<file path="src/rtl/snc_pkg.sv">
// Shared encodings for the snooping coherence controller.
// Assumes a two-bit message kind field on the bus, with 0 meaning idle.
package snc_pkg;
    typedef enum logic [1:0] {
        MSG_NONE   = 2'd0,
        MSG_RDREQ  = 2'd1,
        MSG_WRREQ  = 2'd2,
        MSG_VALRSP = 2'd3
    } msg_kind_e;

    typedef enum logic [1:0] {
        ST_INV = 2'd0,
        ST_RO  = 2'd1,
        ST_EX  = 2'd2
    } line_st_e;

    typedef enum logic [1:0] {
        C_IDLE = 2'd0,
        C_REQ  = 2'd1,
        C_WAIT = 2'd2
    } ctl_st_e;
endpackage

</file>
<file path="src/rtl/snc_table.sv">
// Direct-mapped line table with one snoop port and one processor port.
// The snoop port computes its own state change from a foreign message.
// The processor write port wins when both ports target the same line.
// Assumes ENTRIES is a power of two and at least 2.
module snc_table
    import snc_pkg::*;
#(
    parameter int ENTRIES = 4,
    parameter int ID_W    = 8,
    parameter int VAL_W   = 16,
    localparam int IDX_W  = $clog2(ENTRIES)
) (
    input  logic             clk,
    input  logic             rst_n,
    input  logic             sn_vld,
    input  logic [1:0]       sn_kind,
    input  logic [ID_W-1:0]  sn_id,
    input  logic [VAL_W-1:0] sn_val,
    output logic             sn_hit,
    output logic [VAL_W-1:0] sn_rval,
    input  logic [ID_W-1:0]  c_id,
    output logic [1:0]       c_st,
    output logic [VAL_W-1:0] c_val,
    input  logic             c_we,
    input  logic [1:0]       c_wst,
    input  logic [VAL_W-1:0] c_wval
);
    logic [ID_W-1:0]  tag_q [ENTRIES];
    logic [VAL_W-1:0] val_q [ENTRIES];
    logic [1:0]       st_q  [ENTRIES];

    logic [IDX_W-1:0] sn_idx, c_idx;
    logic [1:0]       sn_cur, sn_nst;
    logic [ID_W-1:0]  sn_ntag;
    logic [VAL_W-1:0] sn_nval;
    logic             sn_upd;

    // Snoop lookup: does a valid line hold the snooped id?
    always_comb begin
        sn_idx  = sn_id[IDX_W-1:0];
        sn_cur  = st_q[sn_idx];
        sn_hit  = sn_vld && (sn_cur != ST_INV) && (tag_q[sn_idx] == sn_id);
        sn_rval = val_q[sn_idx];
    end

    // Snoop update: invalidate, downgrade or pick up a value.
    always_comb begin
        sn_upd  = 1'b0;
        sn_nst  = sn_cur;
        sn_ntag = tag_q[sn_idx];
        sn_nval = val_q[sn_idx];
        if (sn_vld) begin
            case (sn_kind)
                MSG_WRREQ: if (sn_hit) begin
                    sn_upd = 1'b1;
                    sn_nst = ST_INV;
                end
                MSG_RDREQ: if (sn_hit && sn_cur == ST_EX) begin
                    sn_upd = 1'b1;
                    sn_nst = ST_RO;
                end
                MSG_VALRSP: if (sn_cur == ST_INV) begin
                    sn_upd  = 1'b1;
                    sn_nst  = ST_RO;
                    sn_ntag = sn_id;
                    sn_nval = sn_val;
                end
                default: ;
            endcase
        end
    end

    // Processor lookup: state reads Invalid unless the full id matches.
    always_comb begin
        c_idx = c_id[IDX_W-1:0];
        c_st  = (st_q[c_idx] != ST_INV && tag_q[c_idx] == c_id) ? st_q[c_idx] : ST_INV;
        c_val = val_q[c_idx];
    end

    // Line storage: the processor port has priority over the snoop port.
    always_ff @(posedge clk) begin
        if (!rst_n) begin
            for (int i = 0; i < ENTRIES; i++) begin
                st_q[i]  <= ST_INV;
                tag_q[i] <= '0;
                val_q[i] <= '0;
            end
        end else begin
            for (int i = 0; i < ENTRIES; i++) begin
                if (c_we && c_idx == IDX_W'(i)) begin
                    st_q[i]  <= c_wst;
                    tag_q[i] <= c_id;
                    val_q[i] <= c_wval;
                end else if (sn_upd && sn_idx == IDX_W'(i)) begin
                    st_q[i]  <= sn_nst;
                    tag_q[i] <= sn_ntag;
                    val_q[i] <= sn_nval;
                end
            end
        end
    end
endmodule

</file>
<file path="src/rtl/snc_lower.sv">
// Fixed-priority responder check: reports whether any node numbered below
// NODE_ID also holds the snooped object. Node 0 always answers.
module snc_lower #(
    parameter int NODES   = 4,
    parameter int NODE_ID = 1
) (
    input  logic [NODES-1:0] holders,
    output logic             lower_any
);
    generate
        if (NODE_ID == 0) begin : g_top_prio
            logic unused_h;
            assign unused_h  = |holders;
            assign lower_any = 1'b0;
        end else begin : g_scan
            logic unused_h;
            assign unused_h  = |holders[NODES-1:NODE_ID];
            assign lower_any = |holders[NODE_ID-1:0];
        end
    endgenerate
endmodule

</file>
<file path="src/rtl/snc_ctrl.sv">
// Per-processor three-state snooping coherence controller.
// Serves processor reads and writes from the line table, issues read-,
// write- and value-response messages through a request/grant pair, and
// reacts to foreign bus messages. Assumes the arbiter grants one message
// per cycle and that a read-request is answered before any other message.
// The processor must hold cpu_vld and its fields stable until cpu_rdy.
module snc_ctrl
    import snc_pkg::*;
#(
    parameter int NODES   = 4,
    parameter int NODE_ID = 1,
    parameter int ENTRIES = 4,
    parameter int ID_W    = 8,
    parameter int VAL_W   = 16,
    localparam int SRC_W  = $clog2(NODES),
    localparam int IDX_W  = $clog2(ENTRIES)
) (
    input  logic             clk,
    input  logic             rst_n,
    input  logic             cpu_vld,
    input  logic             cpu_we,
    input  logic [ID_W-1:0]  cpu_id,
    input  logic [VAL_W-1:0] cpu_wdata,
    output logic             cpu_rdy,
    output logic [VAL_W-1:0] cpu_rdata,
    output logic             req_o,
    output logic [1:0]       req_kind,
    output logic [ID_W-1:0]  req_id,
    output logic [VAL_W-1:0] req_val,
    input  logic             bus_gnt,
    input  logic [1:0]       bus_kind,
    input  logic [SRC_W-1:0] bus_src,
    input  logic [ID_W-1:0]  bus_id,
    input  logic [VAL_W-1:0] bus_val,
    output logic             holder_o,
    input  logic [NODES-1:0] holders_i
);
    ctl_st_e          st_q, st_d;
    logic             foreign, stall, sn_hit, lower_any, capture;
    logic [VAL_W-1:0] sn_rval, c_val;
    logic [1:0]       c_st, c_wst;
    logic             c_we, hit_ok, own_gnt;
    logic             resp_pend;
    logic [ID_W-1:0]  resp_id;
    logic [VAL_W-1:0] resp_val;
    logic [VAL_W-1:0] c_wval;

    // Bus qualification: only other nodes' messages are snooped.
    always_comb begin
        foreign  = (bus_kind != MSG_NONE) && (bus_src != SRC_W'(NODE_ID));
        stall    = foreign && (bus_id[IDX_W-1:0] == cpu_id[IDX_W-1:0]);
        holder_o = foreign && (bus_kind == MSG_RDREQ) && sn_hit;
        capture  = holder_o && !lower_any;
    end

    snc_table #(.ENTRIES(ENTRIES), .ID_W(ID_W), .VAL_W(VAL_W)) u_tab (
        .clk     (clk),
        .rst_n   (rst_n),
        .sn_vld  (foreign),
        .sn_kind (bus_kind),
        .sn_id   (bus_id),
        .sn_val  (bus_val),
        .sn_hit  (sn_hit),
        .sn_rval (sn_rval),
        .c_id    (cpu_id),
        .c_st    (c_st),
        .c_val   (c_val),
        .c_we    (c_we),
        .c_wst   (c_wst),
        .c_wval  (c_wval)
    );

    snc_lower #(.NODES(NODES), .NODE_ID(NODE_ID)) u_low (
        .holders   (holders_i),
        .lower_any (lower_any)
    );

    // Processor side: hit test, completion and table writes.
    always_comb begin
        hit_ok    = cpu_we ? (c_st == ST_EX) : (c_st != ST_INV);
        cpu_rdy   = (st_q == C_IDLE) && cpu_vld && !resp_pend && !stall && hit_ok;
        cpu_rdata = c_val;
        own_gnt   = bus_gnt && !resp_pend && (st_q == C_REQ);
        c_we      = 1'b0;
        c_wst     = ST_EX;
        c_wval    = cpu_wdata;
        if (cpu_rdy && cpu_we) begin
            c_we = 1'b1;
        end else if (own_gnt) begin
            c_we = 1'b1;
            if (!cpu_we) begin
                c_wst  = ST_INV;
                c_wval = c_val;
            end
        end
    end

    // Request mux: a pending value-response overrides the node's own message.
    always_comb begin
        req_o    = resp_pend || (st_q == C_REQ);
        req_kind = resp_pend ? MSG_VALRSP : (cpu_we ? MSG_WRREQ : MSG_RDREQ);
        req_id   = resp_pend ? resp_id  : cpu_id;
        req_val  = resp_pend ? resp_val : cpu_wdata;
    end

    // Controller sequencing: idle, requesting the bus, waiting for a value.
    always_comb begin
        st_d = st_q;
        case (st_q)
            C_IDLE: if (cpu_vld && !resp_pend && !stall && !hit_ok) st_d = C_REQ;
            C_REQ: begin
                if (own_gnt)    st_d = cpu_we ? C_IDLE : C_WAIT;
                else if (stall) st_d = C_IDLE;
            end
            C_WAIT: if (foreign && bus_kind == MSG_VALRSP && bus_id == cpu_id) st_d = C_IDLE;
            default: st_d = C_IDLE;
        endcase
    end

    // State register.
    always_ff @(posedge clk) begin
        if (!rst_n) st_q <= C_IDLE;
        else        st_q <= st_d;
    end

    // Response holder: capture on a won snoop, release on grant.
    always_ff @(posedge clk) begin
        if (!rst_n) begin
            resp_pend <= 1'b0;
            resp_id   <= '0;
            resp_val  <= '0;
        end else if (capture) begin
            resp_pend <= 1'b1;
            resp_id   <= bus_id;
            resp_val  <= sn_rval;
        end else if (bus_gnt && resp_pend) begin
            resp_pend <= 1'b0;
        end
    end
endmodule

</file>
<file path="config.mk">
export PLATFORM = sky130hd
export DESIGN_NAME = snc_ctrl
export DESIGN_NICKNAME = d
export VERILOG_FILES = /design/src/rtl/snc_pkg.sv /design/src/rtl/snc_table.sv /design/src/rtl/snc_lower.sv /design/src/rtl/snc_ctrl.sv
export SDC_FILE = /design/constraint.sdc
export NUM_CORES = 1
export LEC_CHECK = 0
export CORE_MARGIN = 1.5
export CORE_UTILIZATION = 40
export DETAILED_ROUTE_END_ITERATION = 8
export MAX_ROUTING_LAYER = met4
export PLACE_DENSITY_LB_ADDON = 0.15
export SETUP_SLACK_MARGIN = 0.3
export SYNTH_ARGS = -nofsm -noshare
export SYNTH_HDL_FRONTEND = slang
export SYNTH_SLANG_ARGS = --single-unit
</file>
<file path="constraint.sdc">
create_clock -name clk -period 7.2 [get_ports clk]
set_clock_uncertainty 0.2 [all_clocks]
set_input_delay 1.08 -clock clk [delete_from_list [all_inputs] [get_ports clk]]
set_output_delay 1.08 -clock clk [all_outputs]
set_load 0.01 [all_outputs]
</file>
==> metrics.cfg, run 1 <==
[clock_tree]
tritoncts = built
cts_buffer_depth = 2
cts_resized = 0
cts-hold-fix-buffers = 0
insertion_delay_ps = 430
postCtsSetupBuffers = 0
clk_pin_slew_worst_paths_ps = 50
cts.sinks = 131
ctsHtreeMaxLevel = 4
cts-buffers-inserted = 17
cts_root_buf = clkbuf_16

[sta]
grt_setup_unrepaired = no
slew_violations = 0
finalHoldViolCount = 0
relSlewSlack_pct = 4.81
period_minus_slack_ps = 5570
fmax_mhz = 180
setup_tns_ps = 0
timing.final.ws_setup_ps = 1630
post-route-period-util_pct = 77.3
setup_violations = 0
tightest_slew_ps = 1420

[critical_path]
critical_path.top_delay_family = buffers and inverters
critPathLaunchType = input port
worstRegToRegCells = 7
criticalPathCategory = input port to primary output
crit_required_ps = 5920
critPathArrivalTime_ps = 4290
worst_path_max_delay_cell = clkdlybuf4s50_1
r2r-start = u_tab.tag_q[0][6]$_SDFFCE_PN0P_
slowest_delay_ps = 920
crit_cells = 8
cp-startpoint = cpu_id[1]
critPathMaxFanout = 14
r2r_slack_ps = 3060
cp_cell_sequence = clkdlybuf4s50_1, buf_4, mux4_2, mux2i_1, nor4_2, nand2_1, nor2_1, clkdlybuf4s50_1
cp_num_buf_inv = 3
endpoint_kind = primary output
cpMostUsedCell = clkdlybuf4s50_1

[min_path]
min_path_type = register to register
hp-start = resp_id[7]$_SDFFE_PN0P_
hold_path_depth = 2

[place]
hpwlAfterDp_um = 18200
place_congestion = 0.858
port_buffers = 102
pre_cts_slack_ps = 1590

[synth]
synthDistinctLibCells = 75
synth_warnings = 0
syn_inst = 742
ys.flop_type = edfxtp_1
ys_ff_latch = 131
syn_area_sq_mm = 0.00883
synth_edf_count = 104
synth_area_per_cell_sq_um = 11.9
synth-async-reset-ratio_pct = 0
ys_seq_area_share_pct = 41.5

[grt]
grt_usage_pct = 26.8
grt_max_degree = 54
grt_pass1_vias = 7370
antenna_found_initial = 0
overflow = 0
grt_pass1_wl_um = 43700

[die]
dieArea_sq_mm = 0.0230
die-height_um = 152
rows = 54
coreArea_sq_mm = 0.0218
die_w_um = 152
ios = 106
start_util_pct = 40.6

[drt]
first_iter_violations = 752
firstDrtPassIters = 5
wl_per_cell_um = 26.6
viasPerCell = 6.46
vias = 7156
post-route-drc-count = 0
ant_nets = 0
routed_wl_um = 29400

[finish]
nets = 875
final_util_pct = 49.3
diodes = 0
area_growth_syn_to_layout_pct = 21.5
layout-drive-gt1-share_pct = 25.9

[power_and_ir_drop]
ir_drop_uv = 162
power_frac_seq_pct = 37.7
p_clk_share_pct = 45.9
p_sw_share_pct = 24.9
p_per_area_mw_per_mm2 = 214
switchingPower_mw = 0.573
cellInternalPower_mw = 1.73
p_leak_nw = 3.61
share_comb_of_total_power_pct = 16.4
finalPower_mw = 2.30

[flow_run]
maxCapViolations = 0

[status]
status = finished, final reports clean

-- layout by cell type, fill, tap and decap left out, types with 11 or more instances in the layout --
cell type	instances
edfxtp_1	104
nand3_1	99
clkdlybuf4s50_1	98
mux4_2	49
mux2_2	38
o31ai_1	38
o41ai_2	31
nand2_1	28
buf_4	27
dfxtp_1	27
a21oi_1	26
o21ai_1	22
nor2_1	17
clkbuf_16	17
inv_1	12
mux2i_1	12
mux2_1	11
-- final cells by class --
class / instances / area (sq um)
flip-flops and latches: 131 / 3660
clock inverters: 10 / 224
repair buffers: 129 / 1200
fillers: 1930 / 11000
inverters: 17 / 65.1
well taps: 280 / 350
clock buffers: 22 / 484
multi-input cells: 518 / 4740
-- metrics by stage --
step / cell area, sq um / cells / hold WS [ps]
5_1_grt: 10700 / 1107 / 303
6_report: 10700 / 1107 / 275
2_1_floorplan: 8840 / 745 / 250
3_5_place_dp: 10000 / 1075 / 268
4_1_cts: 10700 / 1107 / 276
3_3_place_gp: 10000 / 1075 / 257
-- logic make-up after synthesis --
kind of cell,count (synthesis),share of synthesized area [%]
other,1,0.0425
AND/OR/NAND/NOR,216,13.7
AO/OA/AOI/OAI,166,16.6
flip-flops,131,41.5
buffers and inverters,96,5.43
multiplexers,112,20.4
XOR/XNOR,20,2.32
-- power groups by stage --
| stage | sequential [mW] | combinational, mW | clock [mW] |
|---|---|---|---|
| after detailed placement | 0.882 | 0.371 | 0 |
| after global placement | 0.878 | 0.369 | 0 |
| final | 0.866 | 0.378 | 1.06 |
| after floorplan | 0.877 | 0.228 | 0 |
| after global routing | 0.869 | 0.399 | 1.10 |
| after CTS | 0.866 | 0.374 | 1.06 |
-- registers in the layout, indices dropped and copies added, names as in the netlist --
name / count
resp_val: 16
resp_pend: 1
u_tab.st_q: 8
u_tab.tag_q: 32
st_q: 2
resp_id: 8
u_tab.val_q: 64
-- tightest hold or removal path, stage by stage, from the launching register on --
cell     delay, ps
dfxtp_1        300
o21ai_0         60
a21oi_1         60
-- synth_stat cells (5+ instances only) --
cell / instances / area [sq um]
nand3_1: 99 / 495
o21ai_1: 22 / 110
buf_2: 16 / 80.1
nor2b_1: 5 / 31.3
xnor2_1: 8 / 70.1
nor4_1: 5 / 31.3
inv_1: 12 / 45.0
buf_4: 10 / 75.1
edfxtp_1: 104 / 3120
a21oi_1: 26 / 130
dfxtp_1: 27 / 541
o41ai_2: 31 / 504
or3_1: 5 / 31.3
mux2i_1: 12 / 120
nand2b_1: 6 / 37.5
o21ai_0: 6 / 30.0
o2bb2ai_1: 8 / 70.1
o31ai_1: 38 / 285
mux4_2: 49 / 1100
a22o_1: 5 / 43.8
mux2_2: 38 / 428
nand4_1: 5 / 31.3
xor2_1: 8 / 70.1
buf_6: 8 / 90.1
nor3_1: 8 / 40.0
mux2_1: 11 / 124
buf_1: 12 / 45.0
and3_1: 7 / 43.8
nor2_1: 18 / 67.6
clkbuf_1: 33 / 124
nand3b_1: 6 / 45.0
nand2_1: 28 / 105
-- per-layer routing --
| metal | GRT usage (%) | wire [um] |
|---|---|---|
| met2 | 43.7 | 14300 |
| met1 | 33.8 | 12100 |
| met4 | 7.98 | 482 |
| met3 | 5.57 | 2540 |
| met5 | - | 0 |
-- final timing paths --
| check | end |
|---|---|
| setup / recovery | cpu_rdy |
| hold / removal | resp_id[7]$_SDFFE_PN0P_ |
| setup reg to reg | u_tab.tag_q[2][1]$_SDFFCE_PN0P_ |
| hold reg to reg | resp_id[7]$_SDFFE_PN0P_ |
Power figures use the tool's default switching activity.
==> run 2: changes to the inputs <==
Clock period 7.2 ns to 5.6 ns, I/O delays scaled along.
==> run 2 against run 1 <==
- hold slack barely moved
- sequential cell count unchanged
- core utilization increased by 0.063 points
- register-to-register slack got worse by 1200 ps
- first-iteration DRC count rose by 15%
- die area did not move
- final cell count rose by 0.99%
- critical endpoint unchanged
==> metrics.cfg, run 2 (synthesis gave the netlist of run 1 again) <==
[sta]
relSlewSlack_pct = 29.0  ; was 4.81%
post-route-period-util_pct = 85.7
fmax_mhz = 208
setup_tns_ps = 0  ; unchanged
period_minus_slack_ps = 4800
grt_setup_unrepaired = no  ; unchanged
finalHoldViolCount = 0  ; unchanged
slew_violations = 0  ; unchanged
tightest_slew_ps = 1050  ; was 1420 ps
setup_violations = 0  ; unchanged

[critical_path]
endpoint_kind = primary output  ; unchanged
critPathLaunchType = input port  ; unchanged
criticalPathCategory = input port to primary output  ; unchanged
slowest_delay_ps = 680  ; was 920 ps
cp_cell_sequence = clkdlybuf4s50_1, buf_4, mux4_2, xnor2_1, and4_1, nand2_1, nor2_1, clkdlybuf4s50_1  ; was clkdlybuf4s50_1, buf_4, mux4_2, mux2i_1, nor4_2, nand2_1, nor2_1, clkdlybuf4s50_1
worst_path_max_delay_cell = clkdlybuf4s50_1  ; unchanged
cpMostUsedCell = clkdlybuf4s50_1  ; unchanged
cp_num_buf_inv = 3  ; unchanged
critPathMaxFanout = 13  ; was 14
crit_required_ps = 4560  ; was 5920 ps
critical_path.top_delay_family = buffers and inverters  ; unchanged
critPathArrivalTime_ps = 3760  ; was 4290 ps
crit_cells = 8  ; unchanged
worstRegToRegCells = 7  ; unchanged

[finish]
final_cell_mix = 104 x edfxtp_1, 99 x nand3_1, 98 x clkdlybuf4s50_1  ; unchanged
layout-drive-gt1-share_pct = 26.6  ; was 25.9%
biggestRegsByFlops = u_tab.val_q (64), u_tab.tag_q (32), resp_val (16)  ; unchanged
regMostFlops = u_tab.val_q  ; unchanged
final_common_cell = edfxtp_1  ; unchanged
largest_reg_flops = 64  ; unchanged
multiInputGateArea_sq_mm = 0.00474  ; about the same
area_growth_syn_to_layout_pct = 21.7  ; was 21.5%
fillers = 1921  ; was 1930
diodes = 0  ; unchanged
regArea_sq_mm = 0.00366  ; unchanged
final_util_pct = 49.4  ; was 49.3%
nets = 886  ; was 875

[clock_tree]
cts_root_buf = clkbuf_16  ; unchanged
cts.sinks = 131  ; unchanged
cts_buffer_depth = 2  ; unchanged
ctsHtreeMaxLevel = 4  ; unchanged
cts_resized = 0  ; unchanged
tritoncts = built  ; unchanged
cts-hold-fix-buffers = 0  ; unchanged
clk_pin_slew_worst_paths_ps = 60  ; was 50 ps
insertion_delay_ps = 420  ; was 430 ps
postCtsSetupBuffers = 0  ; unchanged
cts-buffers-inserted = 17  ; unchanged

[drt]
viasPerCell = 6.48  ; was 6.46
post-route-drc-count = 0  ; unchanged
wl_per_cell_um = 26.6  ; about the same
first_iter_violations = 864  ; was 752
ant_nets = 0  ; unchanged
firstDrtPassIters = 7  ; was 5
routed_wl_um = 29700  ; was 29400 um
vias = 7244  ; was 7156

[power_and_ir_drop]
ir_drop_uv = 154  ; was 162 uV
p_per_area_mw_per_mm2 = 260  ; was 214 mW/mm^2
p_leak_nw = 3.62  ; was 3.61 nW
finalPower_mw = 2.79  ; was 2.30 mW

[die]
ios = 106  ; unchanged
coreArea_sq_mm = 0.0218  ; unchanged
die-height_um = 152  ; unchanged
start_util_pct = 40.6  ; unchanged
dieArea_sq_mm = 0.0230  ; unchanged
die_w_um = 152  ; unchanged
rows = 54  ; unchanged

[min_path]
hold_path_depth = 2  ; unchanged
min_path_type = register to register  ; unchanged

[status]
status = finished, final reports clean  ; unchanged

[grt]
grt_pass1_wl_um = 43900  ; was 43700 um
grt_pass1_vias = 7347  ; was 7370
grt_usage_pct = 27.1  ; was 26.8%
antenna_found_initial = 0  ; unchanged
grt_max_degree = 48  ; was 54
overflow = 0  ; unchanged

[place]
place_congestion = 0.872  ; was 0.858
hpwlAfterDp_um = 18800  ; was 18200 um
port_buffers = 102  ; unchanged

[flow_run]
maxCapViolations = 0  ; unchanged

## run 2: metrics by stage
step	instance area, sq um	hold slack (ps)	setup slack [ps]	cells
finish	10700	275	802	1118
global route	10700	306	786	1118
CTS	10700	275	879	1118
detailed placement	10100	268	882	1086
global placement	10100	260	896	1086
floorplan	8840	250	420	745
## run 2: power by group
group          internal, mW  leakage (nW)  switching, mW
sequential             1.09          1.30         0.0206
clock                 0.743         0.293          0.441
combinational         0.208          2.03          0.284
total                  2.04          3.62          0.746
## run 2: worst register-to-register path, delay by kind of cell (launching register included)
kind	cells	cell delay, ps
XOR/XNOR	1	240
multiplexers	1	520
flip-flops	1	390
AO/OA/AOI/OAI	1	610
AND/OR/NAND/NOR	3	1150
buffers and inverters	1	280
## run 2: path summary, 6_finish.rpt
path	from	end	slack (ps)
worst min register to register	resp_id[6]$_SDFFE_PN0P_	resp_id[6]$_SDFFE_PN0P_	270
worst min-delay path	resp_id[6]$_SDFFE_PN0P_	resp_id[6]$_SDFFE_PN0P_	270
worst max-delay path	cpu_id[1]	cpu_rdy	800
worst max register to register	u_tab.tag_q[1][6]$_SDFFCE_PN0P_	u_tab.tag_q[1][4]$_SDFFCE_PN0P_	1910
## run 2: cell type report
cell class / instances / area share (%)
timing repair buffer: 140 / 12.2
inverter: 17 / 0.606
clock inverter: 14 / 1.74
multi-input combinational: 518 / 44.1
clock buffer: 18 / 3.99
tap: 280 / 3.26
sequential: 131 / 34.1
## run 2: metal layers
layer,GRT usage (%),wire length (um),up-vias
met1,34.4,12200,3626
met4,10.9,955,0
li1,-,-,3142
met2,43.3,14200,398
met5,-,0,-
met3,4.40,2290,78
